`config.mk`:
```
export PLATFORM = sky130hd
export DESIGN_NAME = reload_countdown
export DESIGN_NICKNAME = d
export VERILOG_FILES = /design/src/rtl/reload_pkg.sv /design/src/rtl/kick_sync.sv /design/src/rtl/ctrl_regs.sv /design/src/rtl/count_core.sv /design/src/rtl/reload_countdown.sv
export SDC_FILE = /design/constraint.sdc
export NUM_CORES = 1
export LEC_CHECK = 0
export BUFFER_PORTS_ARGS = -buffer_cell sky130_fd_sc_hd__buf_2
export CAP_MARGIN = 20
export CORE_UTILIZATION = 55
export CTS_CLUSTER_DIAMETER = 100
export DETAILED_ROUTE_END_ITERATION = 10
export PLACE_DENSITY = 0.87
export SETUP_SLACK_MARGIN = 0.3
export SLEW_MARGIN = 20
export SYNTH_ARGS = -nofsm -noshare
export SYNTH_HDL_FRONTEND = slang
export SYNTH_SLANG_ARGS = --single-unit
```
`constraint.sdc`:
```
create_clock -name clk_i -period 6.1 [get_ports clk_i]
set_input_delay 0.61 -clock clk_i [delete_from_list [all_inputs] [get_ports clk_i]]
set_output_delay 0.61 -clock clk_i [all_outputs]
set_load 0.01 [all_outputs]
```
`src/rtl/reload_pkg.sv`:
```
package reload_pkg;
  localparam int BYTE_W        = 8;
  localparam int CTRL_EN_BIT   = 0;
  localparam int CTRL_MODE_BIT = 1;
  localparam int CTRL_STOP_BIT = 7;
  localparam int STAT_FLAG_BIT = 0;

  typedef struct packed {
    logic osc_stop;
    logic fast_mode;
    logic run_en;
  } ctrl_t;
endpackage

```
`src/rtl/kick_sync.sv`:
```
module kick_sync #(
  parameter int STAGES = 2
) (
  input  logic clk_i,
  input  logic rst_ni,
  input  logic kick_i,
  output logic pulse_o
);
  logic [STAGES-1:0] sync_q;
  logic              last_q;

  always_ff @(posedge clk_i or negedge rst_ni) begin
    if (!rst_ni) begin
      sync_q <= '0;
      last_q <= 1'b0;
    end else begin
      sync_q <= {sync_q[STAGES-2:0], kick_i};
      last_q <= sync_q[STAGES-1];
    end
  end

  assign pulse_o = sync_q[STAGES-1] & ~last_q;

  // a held level yields one pulse only
  a_r6_single_pulse: assert property (@(posedge clk_i) disable iff (!rst_ni)
    pulse_o |=> !pulse_o);
endmodule

```
`src/rtl/ctrl_regs.sv`:
```
module ctrl_regs
  import reload_pkg::*;
#(
  parameter int BYTES = 3,
  parameter int AW    = 3
) (
  input  logic                  clk_i,
  input  logic                  rst_ni,
  input  logic                  wr_en_i,
  input  logic                  rd_en_i,
  input  logic [AW-1:0]         addr_i,
  input  logic [BYTE_W-1:0]     wdata_i,
  input  logic                  expire_i,
  output logic [BYTES*BYTE_W-1:0] reload_next_o,
  output ctrl_t                 ctrl_o,
  output logic                  alarm_o,
  output logic                  access_o,
  output logic [BYTE_W-1:0]     rdata_o
);
  localparam int          W         = BYTES * BYTE_W;
  localparam logic [AW-1:0] CTRL_ADDR = AW'(BYTES);
  localparam logic [AW-1:0] STAT_ADDR = AW'(BYTES + 1);

  logic [W-1:0] reload_q;
  ctrl_t        ctrl_q;
  logic         alarm_q;
  logic         clr_req;

  for (genvar b = 0; b < BYTES; b++) begin : g_byte
    assign reload_next_o[b*BYTE_W +: BYTE_W] =
      (wr_en_i && addr_i == AW'(b)) ? wdata_i : reload_q[b*BYTE_W +: BYTE_W];
  end

  assign access_o = (wr_en_i | rd_en_i) && (addr_i < AW'(BYTES));
  assign clr_req  = wr_en_i && addr_i == STAT_ADDR && !wdata_i[STAT_FLAG_BIT];

  always_ff @(posedge clk_i or negedge rst_ni) begin
    if (!rst_ni) begin
      reload_q <= '0;
      ctrl_q   <= '0;
      alarm_q  <= 1'b0;
    end else begin
      reload_q <= reload_next_o;
      if (wr_en_i && addr_i == CTRL_ADDR) begin
        ctrl_q.run_en    <= wdata_i[CTRL_EN_BIT];
        ctrl_q.fast_mode <= wdata_i[CTRL_MODE_BIT];
        ctrl_q.osc_stop  <= wdata_i[CTRL_STOP_BIT];
      end
      if (expire_i)     alarm_q <= 1'b1;  // set beats clear
      else if (clr_req) alarm_q <= 1'b0;
    end
  end

  always_comb begin
    rdata_o = '0;
    for (int b = 0; b < BYTES; b++)
      if (addr_i == AW'(b)) rdata_o = reload_q[b*BYTE_W +: BYTE_W];
    if (addr_i == CTRL_ADDR) begin
      rdata_o[CTRL_EN_BIT]   = ctrl_q.run_en;
      rdata_o[CTRL_MODE_BIT] = ctrl_q.fast_mode;
      rdata_o[CTRL_STOP_BIT] = ctrl_q.osc_stop;
    end
    if (addr_i == STAT_ADDR) rdata_o[STAT_FLAG_BIT] = alarm_q;
  end

  assign ctrl_o  = ctrl_q;
  assign alarm_o = alarm_q;

  a_r7_flag_sets: assert property (@(posedge clk_i) disable iff (!rst_ni)
    expire_i |=> alarm_q);
  a_r7_flag_sticky: assert property (@(posedge clk_i) disable iff (!rst_ni)
    (alarm_q && !clr_req) |=> alarm_q);
  a_r1_byte_hold: assert property (@(posedge clk_i) disable iff (!rst_ni)
    !wr_en_i |=> $stable(reload_q));
endmodule

```
`src/rtl/count_core.sv`:
```
module count_core #(
  parameter int W = 24
) (
  input  logic         clk_i,
  input  logic         rst_ni,
  input  logic         run_en_i,
  input  logic         fast_i,
  input  logic         stop_i,
  input  logic         tick_slow_i,
  input  logic         tick_fast_i,
  input  logic         restart_i,
  input  logic [W-1:0] reload_i,
  output logic [W-1:0] cnt_o,
  output logic         expire_o
);
  logic [W-1:0] cnt_q;
  logic         run_q;
  logic         tick;
  logic         active;
  logic         at_end;

  assign tick     = fast_i ? tick_fast_i : tick_slow_i;
  assign active   = run_en_i & ~stop_i & run_q;
  assign at_end   = cnt_q <= W'(1);
  assign expire_o = active & tick & ~restart_i & at_end;

  always_ff @(posedge clk_i or negedge rst_ni) begin
    if (!rst_ni) begin
      cnt_q <= '0;
      run_q <= 1'b1;
    end else if (restart_i) begin
      cnt_q <= reload_i;
      run_q <= 1'b1;
    end else if (active && tick) begin
      if (at_end) begin
        if (fast_i) begin
          cnt_q <= '0;
          run_q <= 1'b0;
        end else begin
          cnt_q <= reload_i;
        end
      end else begin
        cnt_q <= cnt_q - W'(1);
      end
    end
  end

  assign cnt_o = cnt_q;

  a_r4_fast_halts: assert property (@(posedge clk_i) disable iff (!rst_ni)
    (expire_o && fast_i) |=> (cnt_q == '0 && !run_q));
  a_r3_slow_reloads: assert property (@(posedge clk_i) disable iff (!rst_ni)
    (expire_o && !fast_i) |=> cnt_q == $past(reload_i));
  a_r5_restart_runs: assert property (@(posedge clk_i) disable iff (!rst_ni)
    restart_i |=> run_q);
  a_r2_disabled_hold: assert property (@(posedge clk_i) disable iff (!rst_ni)
    (!run_en_i && !restart_i) |=> $stable(cnt_q));
  a_r8_stop_hold: assert property (@(posedge clk_i) disable iff (!rst_ni)
    (stop_i && !restart_i) |=> $stable(cnt_q));
endmodule

```
`src/rtl/reload_countdown.sv`:
```
module reload_countdown
  import reload_pkg::*;
#(
  parameter int BYTES       = 3,
  parameter int AW          = 3,
  parameter int SYNC_STAGES = 2
) (
  input  logic                    clk_i,
  input  logic                    rst_ni,
  input  logic                    tick_slow_i,
  input  logic                    tick_fast_i,
  input  logic                    kick_i,
  input  logic                    wr_en_i,
  input  logic                    rd_en_i,
  input  logic [AW-1:0]           addr_i,
  input  logic [7:0]              wdata_i,
  output logic [7:0]              rdata_o,
  output logic [BYTES*8-1:0]      count_o,
  output logic                    alarm_o
);
  localparam int W = BYTES * BYTE_W;

  logic         kick_pulse;
  logic         access;
  logic         expire;
  logic [W-1:0] reload_next;
  ctrl_t        ctrl;

  kick_sync #(.STAGES(SYNC_STAGES)) u_kick (
    .clk_i   (clk_i),
    .rst_ni  (rst_ni),
    .kick_i  (kick_i),
    .pulse_o (kick_pulse)
  );

  ctrl_regs #(.BYTES(BYTES), .AW(AW)) u_regs (
    .clk_i         (clk_i),
    .rst_ni        (rst_ni),
    .wr_en_i       (wr_en_i),
    .rd_en_i       (rd_en_i),
    .addr_i        (addr_i),
    .wdata_i       (wdata_i),
    .expire_i      (expire),
    .reload_next_o (reload_next),
    .ctrl_o        (ctrl),
    .alarm_o       (alarm_o),
    .access_o      (access),
    .rdata_o       (rdata_o)
  );

  count_core #(.W(W)) u_core (
    .clk_i       (clk_i),
    .rst_ni      (rst_ni),
    .run_en_i    (ctrl.run_en),
    .fast_i      (ctrl.fast_mode),
    .stop_i      (ctrl.osc_stop),
    .tick_slow_i (tick_slow_i),
    .tick_fast_i (tick_fast_i),
    .restart_i   (access | kick_pulse),
    .reload_i    (reload_next),
    .cnt_o       (count_o),
    .expire_o    (expire)
  );
endmodule

```
==> results.toml <==
[drt]
vias = 2697
ant_nets = 0
vias_per_cell = 6.27
finalWirelength_um = 7880
drcViolationCount = 0
post_drt_wl_per_cell_um = 18.3
dr.pass1.iters = 5
first_iter_violations = 284

[power]
power_density_nw_per_um2 = 336
p_total_mw = 1.18
ir_drop_v = 0.000198
leakagePower_nw = 1.57

[synthesis]
synthFlopType = "dfrtp_1"
synth_edf_count = 0
syn_nets = 331
synth_cell_types = 52
yosysSeqAreaShare_pct = 45.6
synthesis.area_um2 = 3080
yosys_warnings = 0
syn_avg_cell_area_um2 = 9.90
ys_seq_elements = 56
postSynthCellCount = 311
async_flop_share_pct = 100

[clock_tree]
hold_buffers = 0
clock_latency_ns = 0.31
cts_inserted_buffers = 5
cts-resized-gates = 0
cts_sinks = 56
post-cts-setup-buffers = 0
cts_max_level = 2
clock_path_buffers = 2
cts_tree = "built"
cts_root_buffer = "clkbuf_8"
clk_pin_slew_worst_paths_ns = 0.09

[grt]
grt_pass1_vias = 2639
grt_overflow = 0
grt_pass1_wl_um = 13300
grtUsageTotal_pct = 28.8
antenna_found_initial = 0
grt_max_degree = 57

[floorplan]
die_x_um = 76.8
core_area_um2 = 5240
num_rows = 26
die_height_um = 76.8
num_io_pins = 51
die_area_um2 = 5900
start_util_pct = 58.8

[setup_path]
crit_slowest_cell = "or4_1"
endpoint_kind = "register"
crit_buf_inv = 0
reg2reg_slack_ns = 3.53
crit_type = "reg -> reg"
worst_setup_path_start_kind = "register"
crit_path_max_incr_delay_ns = 0.69
cp_max_fo = 17
cp_cell_sequence = "or4_1, nor4_4, a211o_1, a2bb2oi_1, o21ai_0"
cp.arrival_ns = 2.75
cp.required_ns = 6.28
path_delay_family = "simple AND/OR/NAND/NOR gates"

[run]
maxCapViolCount = 0

[sta]
hold_viol = 0
relSlewSlack_pct = 45.5
tightest_slew_ns = 0.810
layout_min_cycle_time_ns = 2.57
rsz0062_at_grt = "no"
period_share_pct = 42.1
finClkSkew_ns = 0.00724
drv_slew = 0
setup_viol = 0
final.setup.tns_ns = 0
fmax_mhz = 389

[placed_design]
portBuffers = 50
hpwl_um = 5800
gp_congestion = 0.900

[final_layout]
fillerInstances = 425
post_route_cells_drive_above_1_share_pct = 20.8
nNetsFinal = 379
area_growth_syn_to_layout_pct = 14.1
diodes = 0

[min_path]
hp-class = "reg -> reg"

[status]
outcome = "finished clean"
-- stage by stage --
step | setup WS, ns | utilization (%) | cells | cell area [um^2] | hold WS (ns)
CTS | 3.55 | 67.1 | 430 | 3510 | 0.369
floorplan | 3.80 | - | 311 | 3080 | 0.314
detailed placement | 3.39 | 65.4 | 422 | 3420 | 0.349
global placement | 3.50 | 65.4 | 422 | 3420 | 0.342
finish | 3.53 | 67.1 | 430 | 3510 | 0.371
global route | 3.34 | 67.1 | 430 | 3510 | 0.371
-- layout make-up --
class                      instances  area (um^2)  area share, %
tap                               70         87.6           2.49
inverter                          29          109           3.10
clock buffer                       8         90.1           2.56
multi-input combinational        210         1520           43.3
sequential                        56         1400           39.9
timing repair buffer              57          303           8.62
-- where the power goes --
group          leakage, nW  switching [mW]  internal, mW
Combinational        0.844           0.235         0.174
Sequential           0.682           0.111         0.458
Clock               0.0455           0.112        0.0929
Total                 1.57           0.457         0.724
-- cell usage after synthesis, drive strengths merged, types with 4 or more instances --
cell type  count  area share, %
a21oi          9            1.5
buf            5           0.73
clkbuf        11            1.3
dfrtp         55             45
inv           29            3.5
mux2i         29            9.4
nand2         17            2.1
nand3          5           0.81
nand4          4           0.81
nor2          28            3.4
nor3           9            1.5
nor4           6            1.7
o21ai         11            1.8
o221ai        12            3.4
o31ai          4           0.98
or3            4           0.81
or4            6            1.5
xnor2          4            1.1
xor2           6            1.7
-- worst paths after layout --
check / depth (start not counted) / endpoint / from
worst min register to register: 0 / u_kick.sync_q[1] / u_kick.sync_q[0]
max in group asynchronous: 2 / u_regs.reload_q[14] / rst_ni
worst max register to register: 5 / u_core.cnt_o[12] / u_core.cnt_o[10]
min in group asynchronous: 2 / u_core.cnt_o[0] / rst_ni
worst min-delay path: 0 / u_kick.sync_q[1] / u_kick.sync_q[0]
worst max-delay path: 5 / u_core.cnt_o[12] / u_core.cnt_o[10]
-- registers in the layout, indices dropped and copies added, names as in the netlist --
| name | flops |
|---|---|
| u_core.cnt_o | 24 |
| u_regs.reload_q | 24 |
| u_kick.sync_q | 2 |
| u_core.run_q | 1 |
| u_kick.last_q | 1 |
| u_regs.ctrl_o | 3 |
| u_regs.alarm_o | 1 |
-- cells by family after synthesis --
family / after synthesis / share of synthesized area (%)
adder cells (fa/ha/maj): 2 / 0.813
multiplexers: 35 / 12.7
buffers and inverters: 45 / 5.61
AO/OA/AOI/OAI: 64 / 14.9
AND/OR/NAND/NOR: 99 / 17.6
XOR/XNOR: 10 / 2.84
flip-flops: 56 / 45.6
-- placed cells by master, fill, tap and decap left out, types with 4 or more instances in the layout --
cell,instances
nand2_1,17
o31ai_1,4
nor2_1,28
buf_4,7
clkbuf_8,6
o221ai_1,12
xnor2_1,4
dfrtp_1,55
nand3_1,5
or4_1,6
nor4_1,5
buf_2,50
inv_1,29
xor2_1,6
nor3_1,9
o21ai_0,11
a21oi_1,9
mux2i_1,29
or3_1,4
nand4_1,4
-- layer usage --
metal | vias up | GRT usage [%] | wire, um
met5 | - | 0 | 0
met4 | 0 | 11.3 | 153
met3 | 14 | 4.52 | 546
met2 | 122 | 44.8 | 3700
met1 | 1327 | 40.2 | 3470
li1 | 1234 | - | -
(Power assumes the default switching activity.)
